===== src/rtl/mux_fgen_pkg.sv =====
// Package: shared residue encoding for the function generator.
// Assumes callers pass the trailing input variable as x_last.
package mux_fgen_pkg;

    typedef enum logic [1:0] {
        RES_ZERO   = 2'b00,
        RES_ONE    = 2'b01,
        RES_LAST   = 2'b10,
        RES_LAST_N = 2'b11
    } res_code_e;

    // Turns one residue code into the bit it forwards.
    function automatic logic resolve_residue(res_code_e code, logic x_last);
        case (code)
            RES_ZERO:   return 1'b0;
            RES_ONE:    return 1'b1;
            RES_LAST:   return x_last;
            default:    return ~x_last;
        endcase
    endfunction

endpackage


===== src/rtl/fg_cfg_store.sv =====
// Configuration register file: one 2-bit residue code per selector leg.
// A write lands on the edge that samples wr_en high; readback is combinational.
// Assumes synchronous active-low reset that clears all codes to zero.
module fg_cfg_store #(
    parameter int IDX_W = 3,
    localparam int LEGS = 1 << IDX_W
) (
    input  logic               clk,
    input  logic               rst_n,
    input  logic               wr_en,
    input  logic [IDX_W-1:0]   wr_idx,
    input  logic [1:0]         wr_code,
    input  logic [IDX_W-1:0]   rd_idx,
    output logic [1:0]         rd_code,
    output logic [2*LEGS-1:0]  cfg_flat
);

    logic [1:0] cfg_q [LEGS];

    // Purpose: clear on reset, otherwise store the strobed code.
    always_ff @(posedge clk) begin
        if (!rst_n) begin
            for (int i = 0; i < LEGS; i++) cfg_q[i] <= 2'b00;
        end else if (wr_en) begin
            cfg_q[wr_idx] <= wr_code;
        end
    end

    // Purpose: flatten the leg codes for the residue stage.
    always_comb begin
        for (int i = 0; i < LEGS; i++) cfg_flat[2*i +: 2] = cfg_q[i];
    end

    // Purpose: combinational readback of one leg.
    assign rd_code = cfg_q[rd_idx];

    a_r7_reset_clear: assert property (@(posedge clk) disable iff (!rst_n)
        $rose(rst_n) |-> cfg_flat == '0);

    a_r9_hold_when_idle: assert property (@(posedge clk) disable iff (!rst_n)
        (!wr_en && !$rose(rst_n)) |=> $stable(cfg_flat));

    a_r8_write_visible: assert property (@(posedge clk) disable iff (!rst_n)
        wr_en |=> (rd_idx != $past(wr_idx) || rd_code == $past(wr_code)));

endmodule


===== src/rtl/fg_residue.sv =====
// Per-leg residue stage: turns each stored code into the bit that leg carries.
// Reduced mode forwards 0, 1, x_last or ~x_last. Full mode picks code bit
// x_last, so two stored bits act as two truth-table rows.
module fg_residue
    import mux_fgen_pkg::*;
#(
    parameter int LEGS = 8
) (
    input  logic [2*LEGS-1:0] cfg_flat,
    input  logic              x_last,
    input  logic              full_mode,
    output logic [LEGS-1:0]   leg_val
);

    for (genvar g = 0; g < LEGS; g++) begin : g_leg
        logic [1:0] code;
        assign code = cfg_flat[2*g +: 2];

        // Purpose: choose the bit this leg presents to the selector.
        always_comb begin
            if (full_mode) leg_val[g] = x_last ? code[1] : code[0];
            else           leg_val[g] = resolve_residue(res_code_e'(code), x_last);
        end
    end

endmodule


===== src/rtl/fg_sel_tree.sv =====
// Binary selector tree of 2:1 stages in heap order; root stage uses sel MSB.
// Assumes SEL_W >= 1 and leaves numbered so leaf k is chosen by sel == k.
module fg_sel_tree #(
    parameter int SEL_W = 3,
    localparam int LEAVES = 1 << SEL_W,
    localparam int NODES  = 2 * LEAVES - 1
) (
    input  logic [LEAVES-1:0] leaves,
    input  logic [SEL_W-1:0]  sel,
    output logic              y
);

    logic [NODES-1:0] node;

    for (genvar k = 0; k < LEAVES; k++) begin : g_leaf
        assign node[LEAVES-1+k] = leaves[k];
    end

    for (genvar lvl = 0; lvl < SEL_W; lvl++) begin : g_lvl
        for (genvar j = 0; j < (1 << lvl); j++) begin : g_node
            localparam int IDX = (1 << lvl) - 1 + j;
            // Purpose: one 2:1 stage steered by the select bit of this depth.
            assign node[IDX] = sel[SEL_W-1-lvl] ? node[2*IDX+2] : node[2*IDX+1];
        end
    end

    assign y = node[0];

endmodule


===== src/rtl/mux_fgen.sv =====
// Top: reduced-select function generator of NUM_VARS inputs.
// The leading NUM_VARS-1 inputs index 2^(NUM_VARS-1) legs; the trailing
// input feeds the residue stage. Assumes NUM_VARS >= 2.
module mux_fgen #(
    parameter int NUM_VARS = 4,
    localparam int SEL_W = NUM_VARS - 1,
    localparam int LEGS  = 1 << SEL_W
) (
    input  logic                clk,
    input  logic                rst_n,
    input  logic [NUM_VARS-1:0] in_vars,
    input  logic                full_mode,
    input  logic                wr_en,
    input  logic [SEL_W-1:0]    wr_idx,
    input  logic [1:0]          wr_code,
    input  logic [SEL_W-1:0]    rd_idx,
    output logic [1:0]          rd_code,
    output logic                fn_out
);

    logic [2*LEGS-1:0] cfg_flat;
    logic [LEGS-1:0]   leg_val;

    fg_cfg_store #(.IDX_W(SEL_W)) u_store (
        .clk      (clk),
        .rst_n    (rst_n),
        .wr_en    (wr_en),
        .wr_idx   (wr_idx),
        .wr_code  (wr_code),
        .rd_idx   (rd_idx),
        .rd_code  (rd_code),
        .cfg_flat (cfg_flat)
    );

    fg_residue #(.LEGS(LEGS)) u_res (
        .cfg_flat  (cfg_flat),
        .x_last    (in_vars[0]),
        .full_mode (full_mode),
        .leg_val   (leg_val)
    );

    fg_sel_tree #(.SEL_W(SEL_W)) u_tree (
        .leaves (leg_val),
        .sel    (in_vars[NUM_VARS-1:1]),
        .y      (fn_out)
    );

    // Output checks relate readback of the selected leg to the tree output.
    a_r2_zero_leg: assert property (@(posedge clk) disable iff (!rst_n)
        (!full_mode && rd_idx == in_vars[NUM_VARS-1:1] && rd_code == 2'b00) |-> !fn_out);

    a_r3_one_leg: assert property (@(posedge clk) disable iff (!rst_n)
        (!full_mode && rd_idx == in_vars[NUM_VARS-1:1] && rd_code == 2'b01) |-> fn_out);

    a_r4_last_leg: assert property (@(posedge clk) disable iff (!rst_n)
        (!full_mode && rd_idx == in_vars[NUM_VARS-1:1] && rd_code == 2'b10) |-> fn_out == in_vars[0]);

    a_r5_inv_leg: assert property (@(posedge clk) disable iff (!rst_n)
        (!full_mode && rd_idx == in_vars[NUM_VARS-1:1] && rd_code == 2'b11) |-> fn_out != in_vars[0]);

    a_r6_table_bit: assert property (@(posedge clk) disable iff (!rst_n)
        (full_mode && rd_idx == in_vars[NUM_VARS-1:1]) |-> fn_out == rd_code[in_vars[0]]);

endmodule


===== config.mk =====
export PLATFORM = sky130hd
export DESIGN_NAME = mux_fgen
export DESIGN_NICKNAME = d
export VERILOG_FILES = /design/src/rtl/mux_fgen_pkg.sv /design/src/rtl/fg_cfg_store.sv /design/src/rtl/fg_residue.sv /design/src/rtl/fg_sel_tree.sv /design/src/rtl/mux_fgen.sv
export SDC_FILE = /design/constraint.sdc
export NUM_CORES = 1
export LEC_CHECK = 0
export BUFFER_PORTS_ARGS = -buffer_cell sky130_fd_sc_hd__buf_2
export CELL_PAD_IN_SITES_DETAIL_PLACEMENT = 1
export CELL_PAD_IN_SITES_GLOBAL_PLACEMENT = 1
export CORE_UTILIZATION = 42
export DETAILED_ROUTE_END_ITERATION = 16
export PLACE_DENSITY = 0.77
export REMOVE_ABC_BUFFERS = 1
export SLEW_MARGIN = 20
export SYNTH_ARGS = -nofsm -noshare
export SYNTH_HDL_FRONTEND = slang
export SYNTH_SLANG_ARGS = --single-unit

===== constraint.sdc =====
create_clock -name clk -period 1.75 [get_ports clk]
set_clock_uncertainty 0.15 [all_clocks]
set_input_delay 0.2625 -clock clk [delete_from_list [all_inputs] [get_ports clk]]
set_output_delay 0.2625 -clock clk [all_outputs]
set_load 0.03 [all_outputs]

==> impl_metrics.yaml <==
cells_and_area:
  area_growth_syn_to_layout_pct: 23.8
  registers.top_by_ff_count: "u_store.cfg_q"
  drive_gt1_frac: 0.362
  largest_register_ffs: 16
  ant_diodes: 0
  top_regs: "u_store.cfg_q (16)"
  nNetsFinal: 144
  layout_common_cells: "nor2_1 (16), edfxtp_1 (16), buf_2 (15)"
  layoutNonFillerInstCount: 155
worst_setup_path:
  slowest_delay_ps: 490
  critical_path.n_buffers_inverters: 1
  timing.critical_path.cells: "mux2_4, a221oi_1, or4_4, o22ai_2, buf_6"
  crit_path_top_delay_cell: "or4_4"
  cp_max_fo: 3
  timing.critical_path.max_delay_family: "simple AND/OR/NAND/NOR gates"
  type_of_destination_of_the_critical_path: "primary output"
  required_worst_endpoint_ps: 1340
  startpoint_class_of_the_critical_path: "register"
  cp_data_arrival_time_ps: 1800
  critPathKind: "reg2out"
clock_network:
  cts_made_buffers: 3
  holdBufCountCts: 0
  cts_htree_levels: 1
  root_buffer_cell: "clkbuf_4"
  clkSlewWorstSetupHoldPaths_ps: 90
  tritoncts_num_sinks: 16
  clockBufferDepth: 2
  cts_tree: "done"
sta:
  setup_viol: 3
  fin_ws_ps: -465
  finalHoldViolations: 0
  timing_worst_slew_pin_value_ps: 373
  rsz0062_at_grt: "yes"
  relSlewSlack: 0.749
  post-route-min-period_ps: 2220
  drv_slew: 0
  maxClockFrequency_mhz: 451
  period_utilization: 1.27
run:
  maxCapViolCount: 0
yosys:
  synth.cell_area_um2: 1040
  yosysSeqAreaShare: 0.462
  yosys_warn_count: 0
  synthesized_instance_count: 97
  synth_cell_types: 23
  synth-seq-cells: 16
  synth_area_per_cell_um2: 10.7
global_routing:
  grt_antenna_before_repair: 0
  grt.total_usage: 0.213
  grt_max_degree: 13
  global_route_wire_length_before_repair_um: 4040
  grt_overflow_total: 0
  grt_pass1_vias: 893
detailed_routing:
  dr_wl_met3_um: 67
  wl_met2_um: 1320
  detailroute.via_count: 887
  total_wirelength_of_the_detailed_routed_design_um: 2490
  route.antenna.remaining_nets: 0
  top_layer: "met4"
  drt_first_iter_violations: 10
  drt-pass1-iter-count: 4
  drc: 0
  viasPerCell: 5.72
  avgRoutedWirePerCell_um: 16.1
  wirelength_met1_um: 1040
floorplan:
  floorplan.die.height_um: 51.8
  row_count: 17
  die_x_um: 51.8
  initial_core_util: 0.457
  floorplan.die_area_um2: 2680
  num_io_pins: 19
  core-area_um2: 2280
pwr:
  power.leakage_nw: 0.487
  peakVddDrop_mv: 0.489
  design_power_total_w: 0.000887
  power.density_nw_per_um2: 689
place:
  placed_wire_length_estimate_after_detailed_placement_um: 2060
  io_buffer_count: 18
  placed_cells: 150
  finalWeightedCongestion: 0.790
outcome:
  status: "finished with violations"
  violated_checks: "negative setup slack"
min_path:
  timing.hold.worst.class: "in2reg"
repair_timing:
| action | CTS | global route |
|---|---|---|
| gates resized for setup | 9 | 0 |
| pin swaps | 1 | 0 |
| buffers inserted | 1 | 0 |
| setup endpoints to repair | 3 | 3 |
| hold endpoints to repair | 0 | 0 |
stage by stage:
step	hold WS (ps)	setup TNS, ps	setup slack [ps]	instance area, um^2	utilization
after global placement	553	-289	-173	1220	0.538
final	259	-1170	-465	1290	0.566
after detailed placement	565	-379	-212	1220	0.538
after global routing	282	-1340	-535	1290	0.566
after CTS	256	-1190	-472	1290	0.566
after floorplan	348	-155	-155	1020	-
worst paths after layout:
check                               start             endpoint  slack [ps]  cells past startpoint
worst max-delay path  u_store.cfg_q[0][0]               fn_out        -470                      5
worst min-delay path                rst_n  u_store.cfg_q[0][1]         260                      2
layout make-up:
| class | count | area (um^2) |
|---|---|---|
| Tap cell | 28 | 35.0 |
| Sequential cell | 16 | 480 |
| Clock buffer | 3 | 22.5 |
| Timing Repair Buffer | 30 | 199 |
| Fill cell | 261 | 988 |
| Clock inverter | 1 | 3.75 |
| Multi-Input combinational cell | 77 | 547 |
kinds of logic (layout without fill, tap and decap cells):
logic type      after synthesis  count (layout)  synth area share
compound gates               26              26             0.164
buf+inv                       4              34            0.0229
flops                        16              16             0.462
mux                          10              10             0.152
simple gates                 41              41             0.200
cell usage after synthesis, drive strengths merged:
| master | instances | area, um^2 |
|---|---|---|
| nand3 | 3 | 15.0 |
| clkbuf | 2 | 7.51 |
| mux4 | 4 | 90.1 |
| nand2b | 9 | 56.3 |
| and2 | 3 | 18.8 |
| buf | 2 | 16.3 |
| or2 | 2 | 12.5 |
| mux2 | 6 | 67.6 |
| a31oi | 1 | 6.26 |
| a21o | 1 | 7.51 |
| o21ai | 16 | 80.1 |
| nor2 | 16 | 60.1 |
| or4 | 1 | 11.3 |
| nand4 | 2 | 12.5 |
| o22ai | 1 | 12.5 |
| edfxtp | 16 | 480 |
| a221o | 2 | 20.0 |
| a221oi | 5 | 43.8 |
| nor2b | 1 | 6.26 |
| nand2 | 4 | 15.0 |
routing by layer:
metal / up-vias / global-route usage
met5: - / 0
met4: 0 / 0.108
met3: 5 / 0.0205
met2: 22 / 0.394
met1: 425 / 0.240
li1: 435 / -
where the power goes:
| group | switching [W] | internal (W) |
|---|---|---|
| registers | 0.0000184 | 0.000448 |
| logic | 0.000109 | 0.000115 |
| clock network | 0.000114 | 0.0000831 |
Note: power is estimated with default switching activity, not from simulation.
